[src/rtl/pwr_state_pkg.sv]
package pwr_state_pkg;
  localparam int PS_W = 3;

  typedef enum logic [PS_W-1:0] {
    PS_D0U    = 3'd0,
    PS_D0A    = 3'd1,
    PS_D3HOT  = 3'd2,
    PS_D3COLD = 3'd3,
    PS_G3     = 3'd4
  } pwr_state_e;

  localparam logic [1:0] FLD_FULL = 2'b00;
  localparam logic [1:0] FLD_SUSP = 2'b11;

  // Pin index into the synchronized vector
  localparam int PIN_RSTN = 0;
  localparam int PIN_AUX  = 1;
  localparam int PIN_PG   = 2;
  localparam int PIN_N    = 3;
endpackage

[src/rtl/pwr_sync_edge.sv]
module pwr_sync_edge #(
  parameter int          W       = 3,
  parameter int          STAGES  = 2,
  parameter logic [W-1:0] RST_VAL = '1
) (
  input  logic         clk,
  input  logic         rst,
  input  logic [W-1:0] din,
  output logic [W-1:0] lvl,
  output logic [W-1:0] rise,
  output logic [W-1:0] fall
);
  logic [W-1:0] prev_q;

  genvar b;
  generate
    for (b = 0; b < W; b++) begin : g_bit
      logic [STAGES-1:0] chain_q;
      if (STAGES == 1) begin : g_one
        always_ff @(posedge clk) begin
          if (rst) chain_q <= RST_VAL[b];
          else     chain_q <= din[b];
        end
      end else begin : g_many
        always_ff @(posedge clk) begin
          if (rst) chain_q <= {STAGES{RST_VAL[b]}};
          else     chain_q <= {chain_q[STAGES-2:0], din[b]};
        end
      end
      assign lvl[b] = chain_q[STAGES-1];
    end
  endgenerate

  always_ff @(posedge clk) begin
    if (rst) prev_q <= RST_VAL;
    else     prev_q <= lvl;
  end

  assign rise = lvl & ~prev_q;
  assign fall = prev_q & ~lvl;
endmodule

[src/rtl/pwr_state_next.sv]
module pwr_state_next
  import pwr_state_pkg::*;
(
  input  pwr_state_e cur,
  input  logic       rstn_lvl,
  input  logic       rstn_fall,
  input  logic       aux_lvl,
  input  logic       pg_lvl,
  input  logic       pg_rise,
  input  logic       pg_fall,
  input  logic [1:0] fld,
  input  logic [1:0] fld_prev,
  input  logic       pme_en,
  input  logic       init_done,
  output pwr_state_e nxt,
  output logic       phy_rst_pulse,
  output logic       pd_on_entry,
  output logic       exit_pulse
);
  logic host_ok;
  logic wr_to_susp;
  logic wr_to_full;

  assign host_ok    = rstn_lvl & pg_lvl;
  assign wr_to_susp = (fld_prev == FLD_FULL) && (fld == FLD_SUSP);
  assign wr_to_full = (fld_prev == FLD_SUSP) && (fld == FLD_FULL);

  always_comb begin
    nxt           = cur;
    phy_rst_pulse = 1'b0;
    pd_on_entry   = 1'b0;
    exit_pulse    = 1'b0;
    unique case (cur)
      PS_D0U: begin
        if (pg_fall) begin
          nxt           = aux_lvl ? PS_D3COLD : PS_G3;
          phy_rst_pulse = aux_lvl;
        end else if (init_done && host_ok) begin
          nxt = PS_D0A;
        end
      end
      PS_D0A: begin
        if (pg_fall) begin
          nxt           = aux_lvl ? PS_D3COLD : PS_G3;
          phy_rst_pulse = aux_lvl;
        end else if (rstn_fall && (fld == FLD_FULL)) begin
          nxt = PS_D0U;
        end else if (wr_to_susp && host_ok) begin
          nxt           = PS_D3HOT;
          phy_rst_pulse = ~pme_en;
          pd_on_entry   = ~pme_en;
        end
      end
      PS_D3HOT: begin
        if (pg_fall) begin
          nxt           = aux_lvl ? PS_D3COLD : PS_G3;
          phy_rst_pulse = aux_lvl;
        end else if (wr_to_full && host_ok) begin
          nxt        = PS_D0U;
          exit_pulse = 1'b1;
        end
      end
      PS_D3COLD: begin
        if (!aux_lvl)     nxt = PS_G3;
        else if (pg_rise) nxt = PS_D0U;
      end
      PS_G3: begin
        if (pg_rise) nxt = PS_D0U;
      end
      default: nxt = PS_D0U;
    endcase
  end
endmodule

[src/rtl/pwr_out_reg.sv]
module pwr_out_reg
  import pwr_state_pkg::*;
(
  input  logic       clk,
  input  logic       rst,
  input  pwr_state_e nxt,
  input  logic       phy_rst_pulse,
  input  logic       pd_on_entry,
  input  logic       exit_pulse,
  output pwr_state_e state_q,
  output logic       phy_rst_req,
  output logic       phy_pd,
  output logic       clk_dis,
  output logic       mem_io_en,
  output logic       d3_exit_rst,
  output logic [1:0] pm_status
);
  logic nxt_active;
  logic nxt_susp;

  assign nxt_active = (nxt == PS_D0U) || (nxt == PS_D0A);
  assign nxt_susp   = (nxt == PS_D3HOT) || (nxt == PS_D3COLD);

  always_ff @(posedge clk) begin
    if (rst) begin
      state_q     <= PS_D0U;
      phy_rst_req <= 1'b0;
      phy_pd      <= 1'b0;
      clk_dis     <= 1'b0;
      mem_io_en   <= 1'b1;
      d3_exit_rst <= 1'b0;
      pm_status   <= FLD_FULL;
    end else begin
      state_q     <= nxt;
      phy_rst_req <= phy_rst_pulse;
      d3_exit_rst <= exit_pulse;
      clk_dis     <= ~nxt_active;
      mem_io_en   <= nxt_active;
      pm_status   <= nxt_susp ? FLD_SUSP : FLD_FULL;
      unique case (nxt)
        PS_D0U, PS_D0A:    phy_pd <= 1'b0;
        PS_D3COLD, PS_G3:  phy_pd <= 1'b1;
        PS_D3HOT:          if (state_q != PS_D3HOT) phy_pd <= pd_on_entry;
        default:           phy_pd <= 1'b0;
      endcase
    end
  end
endmodule

[src/rtl/pwr_state_ctrl.sv]
module pwr_state_ctrl
  import pwr_state_pkg::*;
#(
  parameter int SYNC_STAGES = 2
) (
  input  logic       clk,
  input  logic       rst,
  input  logic       bus_rst_n,
  input  logic [1:0] pm_field,
  input  logic       pme_en,
  input  logic       aux_det,
  input  logic       pwr_good,
  input  logic       init_done,
  output logic       phy_rst_req,
  output logic       phy_pd,
  output logic       clk_dis,
  output logic       mem_io_en,
  output logic       d3_exit_rst,
  output logic [2:0] state_o,
  output logic [1:0] pm_status
);
  logic [PIN_N-1:0] pin_raw, pin_lvl, pin_rise, pin_fall;
  logic [1:0]       fld_prev_q;
  pwr_state_e       state_q, nxt;
  logic             phy_rst_pulse, pd_on_entry, exit_pulse;

  assign pin_raw[PIN_RSTN] = bus_rst_n;
  assign pin_raw[PIN_AUX]  = aux_det;
  assign pin_raw[PIN_PG]   = pwr_good;

  pwr_sync_edge #(
    .W      (PIN_N),
    .STAGES (SYNC_STAGES),
    .RST_VAL({PIN_N{1'b1}})
  ) u_sync (
    .clk  (clk),
    .rst  (rst),
    .din  (pin_raw),
    .lvl  (pin_lvl),
    .rise (pin_rise),
    .fall (pin_fall)
  );

  always_ff @(posedge clk) begin
    if (rst) fld_prev_q <= FLD_FULL;
    else     fld_prev_q <= pm_field;
  end

  pwr_state_next u_next (
    .cur          (state_q),
    .rstn_lvl     (pin_lvl[PIN_RSTN]),
    .rstn_fall    (pin_fall[PIN_RSTN]),
    .aux_lvl      (pin_lvl[PIN_AUX]),
    .pg_lvl       (pin_lvl[PIN_PG]),
    .pg_rise      (pin_rise[PIN_PG]),
    .pg_fall      (pin_fall[PIN_PG]),
    .fld          (pm_field),
    .fld_prev     (fld_prev_q),
    .pme_en       (pme_en),
    .init_done    (init_done),
    .nxt          (nxt),
    .phy_rst_pulse(phy_rst_pulse),
    .pd_on_entry  (pd_on_entry),
    .exit_pulse   (exit_pulse)
  );

  pwr_out_reg u_out (
    .clk          (clk),
    .rst          (rst),
    .nxt          (nxt),
    .phy_rst_pulse(phy_rst_pulse),
    .pd_on_entry  (pd_on_entry),
    .exit_pulse   (exit_pulse),
    .state_q      (state_q),
    .phy_rst_req  (phy_rst_req),
    .phy_pd       (phy_pd),
    .clk_dis      (clk_dis),
    .mem_io_en    (mem_io_en),
    .d3_exit_rst  (d3_exit_rst),
    .pm_status    (pm_status)
  );

  assign state_o = state_q;
endmodule

[config.mk]
export PLATFORM = sky130hd
export DESIGN_NAME = pwr_state_ctrl
export DESIGN_NICKNAME = d
export VERILOG_FILES = /design/src/rtl/pwr_state_pkg.sv /design/src/rtl/pwr_sync_edge.sv /design/src/rtl/pwr_state_next.sv /design/src/rtl/pwr_out_reg.sv /design/src/rtl/pwr_state_ctrl.sv
export SDC_FILE = /design/constraint.sdc
export NUM_CORES = 1
export LEC_CHECK = 0
export BUFFER_PORTS_ARGS = -buffer_cell sky130_fd_sc_hd__buf_2
export CORE_MARGIN = 1
export CORE_UTILIZATION = 57
export CTS_BUF_LIST = sky130_fd_sc_hd__clkbuf_4 sky130_fd_sc_hd__clkbuf_8
export CTS_CLUSTER_DIAMETER = 120
export DETAILED_ROUTE_END_ITERATION = 10
export GPL_ROUTABILITY_DRIVEN = 0
export PLACE_DENSITY = 0.83
export SYNTH_ARGS = -nofsm -noshare
export SYNTH_HDL_FRONTEND = slang
export SYNTH_SLANG_ARGS = --single-unit
export TNS_END_PERCENT = 1
[constraint.sdc]
create_clock -name clk -period 3.4 [get_ports clk]
set_input_delay 0.85 -clock clk [delete_from_list [all_inputs] [get_ports clk]]
set_output_delay 0.85 -clock clk [all_outputs]
set_load 0.05 [all_outputs]
-- After elaboration in Yosys (flattened, before gate mapping)
Cells that the tools add are included.
- equality and inequality tests: 12
- mux-type cells: 22
- bitwise logic cells: 8
- reductions and logical operators: 15
- operators by type and width (cell ; number):
    $mux 3 ; 10
    $pmux 3 s5 ; 1
    $eq 3x2->1 const B ; 4
    $mux 1 ; 8
    $and 3x3->3 ; 2
    $eq 3x1->1 const B ; 2
    $eq 3x3->1 const B ; 2
    $logic_and 1x1->1 ; 6
    $logic_not 3->1 ; 2
    $not 3->3 ; 2
    $eq 2x2->1 const B ; 2
    $logic_not 2->1 ; 2
    $pmux 1 s2 ; 2
    $reduce_or 2->1 ; 2
    $ne 3x2->1 const B ; 1
    $not 1->1 ; 3
    $reduce_or 3->1 ; 1
    $logic_or 1x1->1 ; 2
    $mux 2 ; 1
    $ne 2x2->1 const B ; 1
    $and 1x1->1 ; 1
- register bits: 21
- input bits: 9
- word-level logic and storage cells: 69

-- Longest topological paths before layout
- depth after elaboration: 10
- depth in mapped cells: 5
- gate-level depth less buffers: 5

-- By module
From an unflattened synthesis, not the netlist that was laid out.
- cell total of the unflattened synthesis: 95
- area, all modules: 855.8 um^2
- by module, submodules not included (module ; instances ; cells an instance ; area each (um^2) ; sequential area each (um^2)):
    pwr_out_reg ; 1 ; 28 ; 296.5 ; 180.2
    pwr_sync_edge ; 1 ; 27 ; 296.5 ; 180.2
    pwr_state_next ; 1 ; 36 ; 210.2 ; 0.0
    pwr_state_ctrl ; 1 ; 4 ; 52.6 ; 40.0

-- Worst setup path before layout
No wires, ideal clock.
- path type: input -> register
- start point: input pm_field[1]
- end point: register u_out.clk_dis
- setup time: 0.120 ns
- arrival: 1.730 ns
- path slack: 1.550 ns
- cell stages on the path: 5
- path buffers: 0
- path through: or2_1 o311ai_1 a21oi_2 nor3_2 inv_1
- longest elaborated chain between the ends: 10
- RTL lines (item ; line ; source):
    start: declaration ; pwr_state_ctrl.sv:9 ; input logic [1:0] pm_field,
    $eq 2x2->1 ; pwr_state_next.sv:25 ; assign wr_to_susp = (fld_prev == FLD_FULL) && (fld == FLD_SUSP);
    $logic_and 1x1->1 ; pwr_state_next.sv:25 ;
    $logic_and 1x1->1 ; pwr_state_next.sv:48 ; end else if (wr_to_susp && host_ok) begin
    $mux 3 ; pwr_state_next.sv:48 ;
    $mux 3 ; pwr_state_next.sv:46 ; end else if (rstn_fall && (fld == FLD_FULL)) begin
    $mux 3 ; pwr_state_next.sv:43 ; if (pg_fall) begin
    $pmux 3 s5 (*) ; pwr_state_next.sv:33 ; unique case (cur)
    $eq 3x1->1 or $logic_not 3->1 (tied branches) ; pwr_out_reg.sv:21 ; assign nxt_active = (nxt == PS_D0U) || (nxt == PS_D0A);
    $logic_or 1x1->1 (*) ; pwr_out_reg.sv:21 ;
    $not 1->1 (*) ; pwr_out_reg.sv:37 ; clk_dis <= ~nxt_active;
    end signal: assignment ; pwr_out_reg.sv:37 ;
    end: declaration ; pwr_out_reg.sv:13 ; output logic clk_dis,
Mark *: on every way between the ends. The rest lies on a longest branch, timed or not.
A chain may end at the register's enable or synchronous reset.

-- Worst setup path in the final report
- start point: register u_out.state_q[2]
- end point: output state_o[2]
- RTL lines (item ; line ; source):
    start: declaration ; pwr_out_reg.sv:10 ; output pwr_state_e state_q,
    start signal: assignment ; pwr_out_reg.sv:34 ; state_q <= nxt;
    end: declaration ; pwr_state_ctrl.sv:19 ; output logic [2:0] state_o,
No word-level cell between the ends.

==> summary.md <==
| Metric | Value |
|---|---|
| P_leak | `0.383 nW` |
| DP Area | `855 µm²` |
| CTS buffer count | `3` |
| Crit-path max FO | `10` |
| Startpoint class of the critical path | `flop` |
| Max-cap viol count | `0` |
| Data arrival time of the critical path | `1.17 ns` |
| Fin. Hold Viols | `0` |
| HP Class | `reg2reg` |
| CP bufs+invs | `1` |
| Synth cell types | `31` |
| Iter 0 DRT Violations | `24` |
| Hold Path Origin | `u_sync.g_bit[1].chain_q[0]` |
| RSZ-0062 raised after global routing | `false` |
| Port Buffers | `18` |
| Global-route wire length before repair | `2290 µm` |
| Fin Setup TNS | `0 ns` |
| Worst reg2reg path depth | `4` |
| Max Fclk | `496 MHz` |
| Worst vdd ir | `0.000289 V` |
| Register clock-pin slew on the reported worst setup and hold paths | `approximately 0.1 ns` |
| Core Rows | `12` |
| Worst r2r src | `u_out.state_q[1]` |
| CTS tree | `done` |
| Top delay family on crit path | `flip-flops` |
| WL final | `between 1000 and 1500 µm` |
| Avg WL per Cell | `12.5 µm` |
| Final setup fails | `0` |
| # resized after CTS | `0` |
| Pre-antenna DRT Iters | `4` |
| Die extent in x | `38.5 µm` |
| Reg2reg end | `u_out.phy_pd` |
| Synthesis-stage register bit count | `19` |
| I/O pin count | `19` |
| H-tree levels | `1` |
| DRC violations left | `0` |
| CP Depth | `1` |
| Clk buf depth | `2` |
| Clk sinks | `19` |
| Die span in y | `38.5 µm` |
| Core area | `1170 µm²` |
| Hold EP | `u_sync.g_bit[1].chain_q[1]` |
| Final Util | `0.753` |
| Skew final | `~0.0050 ns` |
| Top cells by area, synth | `dfxtp_1, or2_2, nor2b_1` |
| CP peak stage delay | `0.53 ns` |
| Final min period | `2.02 ns` |
| CTS Hold Bufs | `0` |
| Synth Warn # | `0` |
| Hold depth | `1` |
| Vias in the first global route | `564` |
| Layout cells sized above 1 | `0.385` |
| Power density cells | `474 nW/µm²` |
| Avg Cell Area, Syn | `9.98 µm²` |
| Clk_lat worst skew | `0.30 ns` |
| Seq/Total Area, Yosys | `0.502` |
| Global-route usage over all layers | `0.229` |
| Actual slew at the worst max-slew pin | `0.374 ns` |
| Cell Chain, Critical Path | `buf_2` |
| Die ar. | `1480 µm²` |
| Grt total ovfl | `0` |
| Post-route ant nets | `0` |
| Initial antenna violation count | `0` |
| Area leader, netlist | `dfxtp_1` |
| Worst EP required | `roughly 2.6 ns` |
| Commonest non-fill, non-tap cell in the layout | `dfxtp_1` |
| Mapped cell area | `between 700 and 800 µm²` |
| Area growth syn-to-layout | `16.3%` |
| Cell Count, Final, Fillers Out | `110` |
| Ant. Diodes | `0` |
| Final period utilization | `0.593` |
| Number of setup buffers added after CTS | `0` |
| Slew margin rel. | `0.748` |
| Fill cell count | `a little under 90` |
| CP Class | `reg2out` |
| Count of pins over their slew limit | `0` |
| CTS root buf | `clkbuf_4` |
| Worst R2R Setup Slack | `1.94 ns` |
| Nets@finish | `106` |
| Post-Syn Instances | `76` |
| Most frequent cells in the layout | `dfxtp_1, buf_2, or2_2, nor2b_1` |
| Critical Path End Type | `output port` |
| Largest net degree at the start of global routing | `16` |
| Hold Slack | `0.420 ns` |
| Status | `complete, no violations` |
| Inst Count DP | `around 110` |
| Syn Nets | `85` |
| Initial Util | `0.647` |
| Total number of vias | `620` |
| Fin area | `882 µm²` |
| Slowest CP cell | `dfxtp_1` |
| Synth top area share | `0.502` |
| Vias per cell | `5.64` |
==> cell usage after synthesis <==
| master | number |
|---|---|
| o211ai_1 | 2 |
| buf_4 | 1 |
| clkbuf_1 | 1 |
| or2_1 | 4 |
| nor3_2 | 1 |
| nor2b_1 | 5 |
| o21ai_0 | 1 |
| nand2_1 | 4 |
| nor3b_2 | 1 |
| o311ai_0 | 1 |
| a21oi_2 | 2 |
| a21oi_1 | 2 |
| nor4b_1 | 1 |
| o311ai_1 | 1 |
| or2_2 | 8 |
| a211oi_1 | 1 |
| nor2_1 | 4 |
| maj3_1 | 1 |
| or4b_1 | 1 |
| a31oi_1 | 1 |
| o21ai_1 | 1 |
| dfxtp_1 | 19 |
| and4bb_2 | 1 |
| and2_1 | 1 |
| nand4b_1 | 2 |
| nand2b_1 | 1 |
| and2_4 | 1 |
| inv_1 | 3 |
| a2111oi_2 | 1 |
| nand3_1 | 1 |
| nor4_1 | 2 |
==> stage by stage <==
step	total power, mW	setup WS, ns
after floorplan	0.291	1.55
after global placement	0.306	1.34
after detailed placement	0.307	1.30
after CTS	0.416	1.38
after global routing	0.432	1.35
final	0.418	1.38
==> per-layer routing <==
| metal | global-route usage | share of wire |
|---|---|---|
| met1 | 0.257 | 0.44 |
| met2 | 0.386 | 0.49 |
| met3 | 0.0465 | 0.049 |
| met4 | 0.155 | 0.026 |
| met5 | 0 | 0 |
==> registers in the layout (all words and copies together) (netlist names), 2 cells and up <==
register and cells:
u_sync.g_bit.chain_q 6, u_sync.prev_q 2, fld_prev_q 2, u_out.state_q 3
==> cell type report <==
| type | count | area [µm²] | share of cell area |
|---|---|---|---|
| timing repair buffer | 18 | 90.1 | 0.102 |
| sequential | 19 | 380 | 0.431 |
| tap | 14 | 17.5 | 0.0199 |
| clock inverter | 1 | 5.00 | 0.00567 |
| multi-input combinational | 52 | 355 | 0.403 |
| inverter | 3 | 11.3 | 0.0128 |
| clock buffer | 3 | 22.5 | 0.0255 |
==> worst max-delay path by stage <==
stage,slack [ns],endpoint,startpoint
floorplan,1.55,u_out.clk_dis,pm_field[1]
global placement,1.34,u_out.clk_dis,pm_field[1]
detailed placement,1.30,u_out.clk_dis,pm_field[1]
CTS,1.38,state_o[2],u_out.state_q[2]
global route,1.35,state_o[2],u_out.state_q[2]
finish,1.38,state_o[2],u_out.state_q[2]
==> cells by family (layout without fill, tap and decap cells) <==
group / after synthesis / after routing / share of synthesized area
simple gates: 38 / 38 / 0.325
flops: 19 / 19 / 0.502
compound gates: 13 / 13 / 0.130
buf+inv: 5 / 25 / 0.0297
fa+ha+maj: 1 / 1 / 0.0132
==> power by group <==
part / internal (mW) / leakage (nW) / switching, mW
clock network: 0.0440 / 0.0177 / 0.0712
logic: 0.0218 / 0.209 / 0.0405
registers: 0.233 / 0.156 / 0.00788
total: 0.299 / 0.383 / 0.119
No activity file was read; power rests on OpenSTA's default activity.
